## config.mk

```make
export PLATFORM = sky130hd
export DESIGN_NAME = biphase_rail_tx
export DESIGN_NICKNAME = d
export VERILOG_FILES = /design/src/rtl/biphase_pkg.sv /design/src/rtl/biphase_launch_timer.sv /design/src/rtl/biphase_queue.sv /design/src/rtl/biphase_serializer.sv /design/src/rtl/biphase_rail_tx.sv
export SDC_FILE = /design/constraint.sdc
export NUM_CORES = 1
export LEC_CHECK = 0
export ABC_AREA = 1
export CAP_MARGIN = 20
export CORE_MARGIN = 5
export CORE_UTILIZATION = 30
export CTS_CLUSTER_SIZE = 30
export DETAILED_ROUTE_END_ITERATION = 8
export PLACE_DENSITY = 0.55
export SYNTH_ARGS = -nofsm -noshare
export SYNTH_HDL_FRONTEND = slang
export SYNTH_SLANG_ARGS = --single-unit
```

## constraint.sdc

```tcl
create_clock -name clk -period 3 [get_ports clk]
set_input_delay 0.3 -clock clk [delete_from_list [all_inputs] [get_ports clk]]
set_output_delay 0.3 -clock clk [all_outputs]
set_load 0.05 [all_outputs]
```

## src/rtl/biphase_pkg.sv

```systemverilog
package biphase_pkg;

    // Width of the bit index; the serializer state is {hi, idx}.
    localparam int unsigned IDX_W = 7;

    typedef struct packed {
        logic             hi;   // 1 = second (complement) half
        logic [IDX_W-1:0] idx;  // bit being sent
    } tx_state_t;

    // Reserved encodings that no active bit can reach (idx <= DATA_W-1).
    localparam tx_state_t ST_IDLE = tx_state_t'({1'b1, {IDX_W{1'b1}}});
    localparam tx_state_t ST_TERM = tx_state_t'({1'b1, {(IDX_W-1){1'b1}}, 1'b0});

endpackage

```

## src/rtl/biphase_launch_timer.sv

```systemverilog
module biphase_launch_timer #(
    parameter int unsigned LAUNCH_TICKS = 15
) (
    input  logic clk,
    input  logic rst_n,
    input  logic sys_tick,
    output logic launch
);
    localparam int unsigned CW = (LAUNCH_TICKS > 2) ? $clog2(LAUNCH_TICKS) : 1;
    localparam logic [CW-1:0] LAST = CW'(LAUNCH_TICKS - 1);

    typedef struct packed {
        logic [CW-1:0] cnt;
    } tmr_t;

    tmr_t tmr_d, tmr_q;

    always_comb begin
        tmr_d  = tmr_q;
        launch = 1'b0;
        if (sys_tick) begin
            if (tmr_q.cnt == LAST) begin
                launch    = 1'b1;
                tmr_d.cnt = '0;
            end else begin
                tmr_d.cnt = tmr_q.cnt + 1'b1;
            end
        end
    end

    always_ff @(posedge clk) begin
        if (!rst_n) tmr_q <= '0;
        else        tmr_q <= tmr_d;
    end

    // the tick counter never passes the launch count
    p_cnt_bound_r3: assert property (@(posedge clk) disable iff (!rst_n)
        tmr_q.cnt <= LAST);

    // a sys tick that does not launch advances the count by one
    p_cnt_step_r3: assert property (@(posedge clk) disable iff (!rst_n)
        (sys_tick && !launch) |=> (tmr_q.cnt == $past(tmr_q.cnt) + 1'b1));

endmodule

```

## src/rtl/biphase_queue.sv

```systemverilog
module biphase_queue
    import biphase_pkg::*;
#(
    parameter int unsigned DATA_W = 16
) (
    input  logic              clk,
    input  logic              rst_n,
    input  logic              wr_en,
    input  logic [DATA_W-1:0] wr_data,
    input  logic [IDX_W-1:0]  wr_len,
    input  logic              consume,
    output logic [DATA_W-1:0] act_word,
    output logic [IDX_W-1:0]  act_len
);
    localparam logic [IDX_W-1:0] MAX_IDX = IDX_W'(DATA_W - 1);

    typedef struct packed {
        logic [DATA_W-1:0] q_word;
        logic [IDX_W-1:0]  q_len;
        logic [DATA_W-1:0] a_word;
        logic [IDX_W-1:0]  a_len;
    } qbuf_t;

    qbuf_t qb_d, qb_q;
    logic [IDX_W-1:0] sat_len;

    always_comb begin
        sat_len = (wr_len > MAX_IDX) ? MAX_IDX : wr_len;
        qb_d    = qb_q;
        if (consume) begin
            qb_d.a_word = qb_q.q_word;
            qb_d.a_len  = qb_q.q_len;
            qb_d.q_word = '0;
        end
        // A write in the same cycle as a hand-over refills the queue.
        if (wr_en) begin
            qb_d.q_word = wr_data;
            qb_d.q_len  = sat_len;
        end
    end

    always_ff @(posedge clk) begin
        if (!rst_n) qb_q <= '0;
        else        qb_q <= qb_d;
    end

    assign act_word = qb_q.a_word;
    assign act_len  = qb_q.a_len;

    // the word on the rail only changes at a packet end
    p_active_hold_r8: assert property (@(posedge clk) disable iff (!rst_n)
        !consume |=> ($stable(act_word) && $stable(act_len)));

    // the staged length always addresses a real bit
    p_len_sat_r9: assert property (@(posedge clk) disable iff (!rst_n)
        act_len <= MAX_IDX);

endmodule

```

## src/rtl/biphase_serializer.sv

```systemverilog
module biphase_serializer
    import biphase_pkg::*;
#(
    parameter int unsigned DATA_W = 16
) (
    input  logic              clk,
    input  logic              rst_n,
    input  logic              half_tick,
    input  logic              launch,
    input  logic [DATA_W-1:0] word,
    input  logic [IDX_W-1:0]  len,
    output logic              rail,
    output logic              done,
    output logic              consume
);
    typedef struct packed {
        tx_state_t st;
        logic      rail;
        logic      done;
    } ser_t;

    ser_t ser_d, ser_q;
    logic [DATA_W-1:0] shifted;
    logic              cur_bit;
    logic              active;

    always_comb begin
        shifted = word >> ser_q.st.idx;
        cur_bit = shifted[0];
        active  = (ser_q.st != ST_IDLE) && (ser_q.st != ST_TERM);
        ser_d      = ser_q;
        ser_d.done = 1'b0;
        consume    = 1'b0;
        if (launch) begin
            ser_d.st.hi  = 1'b0;
            ser_d.st.idx = len;
        end else if (half_tick) begin
            if (ser_q.st == ST_TERM) begin
                ser_d.rail = 1'b1;
                ser_d.st   = ST_IDLE;
                ser_d.done = 1'b1;
                consume    = 1'b1;
            end else if (active) begin
                ser_d.rail = ser_q.st.hi ? ~cur_bit : cur_bit;
                if (!ser_q.st.hi) begin
                    ser_d.st.hi = 1'b1;
                end else if (ser_q.st.idx == '0) begin
                    ser_d.st = ST_TERM;
                end else begin
                    ser_d.st.hi  = 1'b0;
                    ser_d.st.idx = ser_q.st.idx - 1'b1;
                end
            end
        end
    end

    always_ff @(posedge clk) begin
        if (!rst_n) begin
            ser_q.st   <= ST_IDLE;
            ser_q.rail <= 1'b1;
            ser_q.done <= 1'b0;
        end else begin
            ser_q <= ser_d;
        end
    end

    assign rail = ser_q.rail;
    assign done = ser_q.done;

    // an idle rail carries power
    p_idle_rail_r2: assert property (@(posedge clk) disable iff (!rst_n)
        (ser_q.st == ST_IDLE) |-> ser_q.rail);

    // the second half of a bit always flips the rail
    p_complement_r4: assert property (@(posedge clk) disable iff (!rst_n)
        (half_tick && !launch && active && ser_q.st.hi) |=> (ser_q.rail != $past(ser_q.rail)));

    // the done strobe lasts one cycle
    p_done_single_r6: assert property (@(posedge clk) disable iff (!rst_n)
        ser_q.done |=> !ser_q.done);

    // done only follows the terminal state
    p_done_from_term_r6: assert property (@(posedge clk) disable iff (!rst_n)
        ser_q.done |-> $past(ser_q.st == ST_TERM));

    // a launch restarts without touching the rail or ending the packet
    p_launch_prio_r10: assert property (@(posedge clk) disable iff (!rst_n)
        launch |=> (!ser_q.done && $stable(ser_q.rail)));

    // with no half-bit tick the rail holds
    p_rail_hold_r10: assert property (@(posedge clk) disable iff (!rst_n)
        !half_tick |=> $stable(ser_q.rail));

endmodule

```

## src/rtl/biphase_rail_tx.sv

```systemverilog
module biphase_rail_tx
    import biphase_pkg::*;
#(
    parameter int unsigned DATA_W       = 16,
    parameter int unsigned LAUNCH_TICKS = 15
) (
    input  logic              clk,
    input  logic              rst_n,
    input  logic              half_tick,
    input  logic              sys_tick,
    input  logic              q_wr,
    input  logic [DATA_W-1:0] q_data,
    input  logic [IDX_W-1:0]  q_len,
    output logic              rail_out,
    output logic              tx_done
);
    logic              launch;
    logic              consume;
    logic [DATA_W-1:0] act_word;
    logic [IDX_W-1:0]  act_len;

    initial begin
        if (DATA_W + 2 > (1 << IDX_W))
            $error("DATA_W collides with the reserved state encodings");
    end

    biphase_launch_timer #(
        .LAUNCH_TICKS(LAUNCH_TICKS)
    ) u_timer (
        .clk     (clk),
        .rst_n   (rst_n),
        .sys_tick(sys_tick),
        .launch  (launch)
    );

    biphase_queue #(
        .DATA_W(DATA_W)
    ) u_queue (
        .clk     (clk),
        .rst_n   (rst_n),
        .wr_en   (q_wr),
        .wr_data (q_data),
        .wr_len  (q_len),
        .consume (consume),
        .act_word(act_word),
        .act_len (act_len)
    );

    biphase_serializer #(
        .DATA_W(DATA_W)
    ) u_ser (
        .clk      (clk),
        .rst_n    (rst_n),
        .half_tick(half_tick),
        .launch   (launch),
        .word     (act_word),
        .len      (act_len),
        .rail     (rail_out),
        .done     (tx_done),
        .consume  (consume)
    );

endmodule

```

After elaboration in Yosys (flattened, before gate mapping)
Index checks and enable logic that the tools add are counted.

Bits in registers: 60. Input port bits: 28.

Mux-type cells: 17. Bitwise operators: 4. Eq/ne operators: 4. Add/subtract/negate cells: 2. Reduce and logical (&&, ||, !) cells: 11. Shift-type cells: 1. Magnitude comparators: 1.

Operators with widths (count): $mux W23 (1); $mux W9 (2); $mux W16 (1); $mux W8 (2); $ne A8 B8 Y1 const B (2); $shr A16 B7 Y1 (1); $mux W7 (2); $mux W10 (1); $eq A8 B8 Y1 const B (1); $gt A7 B4 Y1 const B (1); $logic_not A7 Y1 (1); $mux W1 (7); $sub A7 B1 Y7 const B (1); $reduce_and A3 Y1 (2); $reduce_bool A2 Y1 (3); $reduce_bool A3 Y1 (2); $add A4 B1 Y4 const B (1); $eq A4 B4 Y1 const B (1); $mux W4 (1); $not A1 Y1 (4); $reduce_or A3 Y1 (1); $reduce_and A2 Y1 (1); $logic_and A1 B1 Y1 (1).

Logic depth before layout (Yosys ltp)
Gate-level depths: netlist (run 1).

Depth after elaboration: 7. Depth in mapped cells: 11.

Cells and area by module
From an unflattened synthesis (run 1), not the netlist that was laid out.

Cells, all modules: 409. Area total of the unflattened synthesis: 2951.6 µm².

Modules (own cells, without submodules): biphase_queue (sequential area each 920.9 µm², area an instance 1846.8 µm², instances 1, cells each 229); biphase_serializer (sequential area each 200.2 µm², area an instance 909.6 µm², instances 1, cells each 148); biphase_launch_timer (sequential area each 80.1 µm², area an instance 195.2 µm², instances 1, cells each 32).

Least setup slack after synthesis (run 1)
OpenSTA, ideal clock, no wires.

Path kind: reg-to-reg. From: register u_ser.ser_q[2] in the netlist's numbering. To: register u_ser.ser_q[6] in the netlist's numbering. Path buffers: 0. Stages on the path, launching flop included: 8. Arrival time: 1.491 ns. Period minus slack after synthesis: 1.614 ns. Setup time: 0.123 ns. Slack: 1.386 ns. Cell sequence: dfxtp_1 > clkinv_1 > ha_1 > nand3b_1 > nand3_1 > nor2_1 > o21ai_0 > nand3b_1.

Word-level cells in the longest chain between the ends: 7. Elaborated cells between the ends (all ways): 15. Those cells by class: add/sub (1); eq/ne (3); mux (6); reduce/logical (5).

Ends and longest elaborated chain: start: declaration (line biphase_serializer.sv:22) `ser_t ser_d, ser_q;`; start signal: assignment (line biphase_serializer.sv:63) `ser_q <= ser_d;`; $sub A7 B1 Y7 / $logic_not A7 Y1 (equally long branches) (line biphase_serializer.sv:51, biphase_serializer.sv:47); $mux W8 (line biphase_serializer.sv:47) `end else if (ser_q.st.idx == '0) begin`; $mux W7 (line biphase_serializer.sv:45) `if (!ser_q.st.hi) begin`; $mux W9 (line biphase_serializer.sv:43) `end else if (active) begin`; $mux W9 (line biphase_serializer.sv:38) `if (ser_q.st == ST_TERM) begin`; $mux W10 (line biphase_serializer.sv:37) `end else if (half_tick) begin`; $mux W8 (line biphase_serializer.sv:34) `if (launch) begin`.

Several ways; a longest one is shown, not always the timed one. The select of a mux whose other input is x is not followed. A chain may end at the register's enable or synchronous reset.

Final worst setup path (run 1)
From: register u_ser.ser_q[2] in the netlist's numbering. To: register u_queue.qb_q[45] in the netlist's numbering.

Word-level cells in the longest chain between the ends: 5.

Ends and longest elaborated chain: $eq A8 B8 Y1 (line biphase_serializer.sv:38); $mux W1 (line biphase_serializer.sv:38); $mux W1 (line biphase_serializer.sv:37); $mux W1 (line biphase_serializer.sv:34); $reduce_bool A2 Y1 (no source line); end signal: assignment (line biphase_queue.sv:44) `else qb_q <= qb_d;`; end: declaration (line biphase_queue.sv:24) `qbuf_t qb_d, qb_q;`.

Every way passes these cells.

==> impl_metrics.toml, run 1 <==
[worst_setup_path]
crit_buf_inv = 3
path_cells = "clkinv_1, ha_1, nand2_2, nor2_4, inv_2, buf_12, nand3_1, a21oi_1"
r2r_end = "u_queue.qb_q[45]"
arrival_ns = 2.40
r2r_setup_slack_ns = 0.86
required_ns = 3.26
critPathKind = "reg2reg"
rr_worst_depth = 8
worst_setup_path_end_kind = "register"
slowest_stage = "dfxtp_1"
cp_max_fo = 26
start_kind = "register"
cp_slowest_stage_delay_ns = 0.64
r2r-start = "u_ser.ser_q[2]"
cp_top_family = "buffers and inverters"

[cts]
cts_hold_buf = 0
cts_resized = 0
clock_latency_ns = 0.33
clkTransAtPathRegs_ns = 0.07
cts_buffer_depth = 2
root_buffer = "clkbuf_8"
cts_setup_buffers = 0
cts_inserted_buffers = 9
cts_max_level = 3
cts_num_sinks = 60
cts_tree = "built"

[detailed_routing]
first_pass_iters = 4
viasPerCell = 4.650
drtIter0Drc = 118
num_vias = 2325
ant_nets = 0
drt_wl_total_um = 5488
drc = 0
wl_per_cell_um = 10.98

[sta]
slew_headroom_pct = 48.83
drv_slew = 0
rsz0062_at_grt = "false"
hold_viol_final = 0
finalSetupTns_ns = 0
fmax_ghz = 0.4678
tightestPinTransition_ns = 0.7667
skew_ns = 0.006415
period_needed_ns = 2.138
fin_ws_ns = 0.8623
post-route-period-util_pct = 71.26
setup_viol = 0

[job]
maxCapViolations = 0

[floorplan]
die_w_um = 103.3
rows = 34
core_region_area_um2 = 8593
die_y_um = 103.3
ios = 30
fp.dieArea_um2 = 10660
start_util_pct = 30.36

[outcome]
status = "finished, final reports clean"

[placement]
gp_congestion = 0.7897
io_buffer_count = 29
detailed_place_hpwl_um = 3905
place_ws_ns = 0.6784
placed_area_um2 = 2988

[pwr]
powerDensity_nw_per_um2 = 570.3
p_int_w = 0.001290
total_power_w = 0.001805
vdd_drop_max_mv = 0.2439
p_leak_nw = 1.337
swShare_pct = 28.53
p_comb_share_pct = 15.1
seqPwrFrac_pct = 49.7
power_switching_w = 0.0005148
p_clk_share_pct = 35.1

[logic_synthesis]
synth-seq-area-share_pct = 46.04
synth_top_cells_by_area = "dfxtp_1, nand2_1, nand3_1"
synth_nets = 392
netlist.top_cell.by_area = "dfxtp_1"
synth_top_area_share_pct = 46.04
syn_area_um2 = 2609
synth_cell_types = 28
synth-seq-cells = 60
synth.avg_cell_area_um2 = 7.247
yosysWarnings = 0
netlist_instances = 360

[final_layout]
fin_area_um2 = 3164
drive_above_1_share_pct = 7.143
final_nets = 419
n_antenna_cell = 0
fin_util_pct = 36.82
layout_common_cells = "nand2_1, dfxtp_1, nor2_1, nand3_1, o21ai_0"
n_fill_cell = 948
synthToLayoutAreaGrowth_pct = 21.29
layout_commonest_cell = "nand2_1"

[hold_path]
hold_class = "reg2reg"
hold_path.startpoint = "u_queue.qb_q[27]"
hold-path-cell-count = 2
min_to = "u_queue.qb_q[27]"

[grt]
grt_max_degree = 36
grt_overflow = 0
antenna_found_initial = 0
grt_pass1_wl_um = 9901
grt_pass1_vias = 2197
track_usage_pct = 11.67
worst max-delay path by stage:
stage / from / to / slack, ns / cells after the start
floorplan: u_ser.ser_q[2] / u_ser.ser_q[6] / 1.39 / 7
global placement: sys_tick / u_queue.act_word[14] / 0.77 / 10
detailed placement: sys_tick / u_queue.act_word[13] / 0.68 / 10
CTS: u_ser.ser_q[2] / u_queue.qb_q[43] / 0.85 / 8
global route: u_ser.ser_q[2] / u_queue.act_word[14] / 0.63 / 8
finish: u_ser.ser_q[2] / u_queue.qb_q[45] / 0.86 / 8
worst reg2reg max path: stages, from the launching register on:
cell,delay [ns]
dfxtp_1,0.64
clkinv_1,0.18
ha_1,0.25
nand2_2,0.12
nor2_4,0.09
inv_2,0.33
buf_12,0.22
nand3_1,0.09
a21oi_1,0.14
layout make-up:
type	instances	area, um^2	area share, %
Multi-Input combinational cell	252	1199	37.88
Inverter	30	112.6	3.559
Timing Repair Buffer	34	340.3	10.76
Sequential cell	60	1201	37.96
Clock buffer	10	137.6	4.350
Tap cell	108	135.1	4.270
Clock inverter	6	38.79	1.226
metal layers:
| layer | global-route usage (%) | vias up | routed length (um) | part of all wire [%] |
|---|---|---|---|---|
| met3 | 3.957 | 5 | 200 | 3.6 |
| met4 | 5.080 | 0 | 89 | 1.6 |
| li1 | - | 1239 | - | - |
| met2 | 17.12 | 32 | 2333 | 43 |
| met5 | 0 | - | 0 | 0 |
| met1 | 15.58 | 1049 | 2865 | 52 |
cells in the mapped netlist, drive strengths merged:
library cell   n
clkinv         2
nand2         68
xnor2          2
clkbuf        11
nand4          4
a21oi         30
inv           28
o21ai         37
or2            1
nor2          49
ha             4
nor3           4
nand3b         4
buf            7
xor2           1
a211oi         1
o31ai          1
nand3         43
dfxtp         60
a31oi          1
nor4           2
state kept, by name (all words and copies together) (netlist names):
signal            flops
u_queue.act_len       7
u_queue.act_word     16
u_queue.qb_q         23
u_ser.done            1
u_ser.rail            1
u_ser.ser_q           8
u_timer.tmr_q         4
cells by family after synthesis:
group	share of synthesized area, %
fa+ha+maj	1.919
xor+xnor	1.007
flops	46.04
compound gates	13.67
buf+inv	8.010
simple gates	29.35
stage by stage:
| stage | hold WS (ns) | instances |
|---|---|---|
| after floorplan | 0.4101 | 360 |
| after global placement | 0.4232 | 484 |
| after detailed placement | 0.4283 | 484 |
| after CTS | 0.4380 | 500 |
| after global routing | 0.4636 | 500 |
| final | 0.4369 | 500 |
power groups by stage:
stage	combinational (W)	sequential, W	clock, W
finish	0.000273	0.000898	0.000634
global route	0.000316	0.000906	0.000702
CTS	0.000277	0.000898	0.000661
detailed placement	0.000276	0.000915	0
global placement	0.000272	0.000915	0
floorplan	0.000192	0.000906	0
No activity file was read; power rests on OpenSTA's default activity.
==> run 2, diff against run 1 <==
PLACE_DENSITY = 0.57   (was 0.55)
clock period = 1.86 ns   (was 3 ns; I/O delays follow)
==> impl_metrics.toml, run 2 (synthesized netlist as in run 1, its figures left out) <==
[floorplan]
ios = 30
die_y_um = 103.3
fp.dieArea_um2 = 10660
die_w_um = 103.3
start_util_pct = 30.36
rows = 34
core_region_area_um2 = 8593

[sta]
fmax_ghz = 0.6059
skew_ns = 0.008240
hold_ws_ns = 0.4057
drv_slew = 0
tightestPinTransition_ns = 0.5923
slew_headroom_pct = 60.47
period_needed_ns = 1.650
post-route-period-util_pct = 88.73
fin_ws_ns = 0.2097
setup_viol = 0
hold_viol_final = 0
rsz0062_at_grt = "false"

[detailed_routing]
viasPerCell = 4.608
first_pass_iters = 4
drtIter0Drc = 74
drt_wl_total_um = 5635
num_vias = 2373
drc = 0
ant_nets = 0
wl_per_cell_um = 10.94

[cts]
cts_num_sinks = 60
cts_max_level = 3
clkTransAtPathRegs_ns = 0.07
clock_latency_ns = 0.34
cts_buffer_depth = 2
cts_inserted_buffers = 9
cts_tree = "built"
root_buffer = "clkbuf_8"

[worst_setup_path]
start_kind = "register"
cp_max_fo = 2
slowest_stage = "clkdlybuf4s50_1"
worst_setup_path_end_kind = "primary output"
critPathKind = "reg2out"
path_cells = "clkdlybuf4s50_1"
cp_slowest_stage_delay_ns = 0.80
required_ns = 1.67
cp_top_family = "buffers and inverters"
crit_buf_inv = 1
arrival_ns = 1.46

[placement]
place_ws_ns = -0.02380
gp_congestion = 0.8672
io_buffer_count = 29
detailed_place_hpwl_um = 4024
dp.cells = 492

[grt]
antenna_found_initial = 0
grt_pass1_wl_um = 10090
track_usage_pct = 11.90
grt_max_degree = 37
grt_overflow = 0
grt_pass1_vias = 2309

[pwr]
total_power_w = 0.002966
vdd_drop_max_mv = 0.5169
powerDensity_nw_per_um2 = 901.7
p_leak_nw = 1.418

[final_layout]
top_register = "u_queue.qb_q"
synthToLayoutAreaGrowth_pct = 26.09
multiInputGateArea_um2 = 1199
register_area_um2 = 1201
layout_commonest_cell = "nand2_1"
n_fill_cell = 940
n_antenna_cell = 0
drive_above_1_share_pct = 10.57
final_nets = 434
instances_no_fill = 515
largest_register_ffs = 23
fin_util_pct = 38.28
layout_common_cells = "nand2_1, dfxtp_1, nor2_1, nand3_1, o21ai_0"

[job]
maxCapViolations = 0

[hold_path]
hold_class = "in2reg"

[outcome]
status = "finished, final reports clean"
-- run 2: changes by cell type in the layout (fill, tap and decap cells not counted) --
| cell | delta |
|---|---|
| buf_4 | +14 |
| buf_12 | +1 |
-- run 2: final cells by class --
class | instances | area share (%)
clock inverter | 6 | 1.179
tap | 108 | 4.108
inverter | 30 | 3.423
timing repair buffer | 49 | 14.15
clock buffer | 10 | 4.184
sequential | 60 | 36.52
multi-input combinational | 252 | 36.44
-- run 2: layer usage --
| layer | routed length [um] | vias up | part of all wire (%) | track usage [%] |
|---|---|---|---|---|
| met5 | 0 | - | 0 | 0 |
| met4 | 94 | 0 | 1.7 | 4.482 |
| met3 | 166 | 8 | 2.9 | 3.421 |
| met2 | 2570 | 32 | 46 | 18.99 |
| met1 | 2804 | 1061 | 50 | 15.27 |
| li1 | - | 1272 | - | - |
-- run 2: power breakdown --
part	leakage (nW)	internal [W]	switching (W)
Clock	0.0885	0.000516	0.000521
Combinational	0.839	0.000227	0.000275
Sequential	0.491	0.00137	0.0000571
-- run 2: final timing paths --
| path | start | endpoint | slack, ns | depth (start not counted) |
|---|---|---|---|---|
| min reg2reg | u_queue.qb_q[28] | u_queue.qb_q[28] | 0.43 | 2 |
| max reg2reg | u_ser.ser_q[5] | u_queue.act_word[1] | 0.23 | 8 |
| max | u_ser.rail | rail_out | 0.21 | 1 |
| min | q_data[13] | u_queue.qb_q[43] | 0.41 | 3 |
-- run 2: stage by stage --
| step | instance area (um^2) | setup TNS (ns) |
|---|---|---|
| 5_1_grt | 3289 | 0 |
| 4_1_cts | 3237 | 0 |
| 2_1_floorplan | 2609 | 0 |
| 6_report | 3289 | 0 |
| 3_3_place_gp | 3060 | -0.01069 |
| 3_5_place_dp | 3060 | -0.1060 |
-- run 2: what timing repair did --
action	CTS	global route
hold endpoints to repair	0	0
setup buffers	0	7
hold buffers	0	0
setup endpoints to repair	0	5
resized for setup	0	0
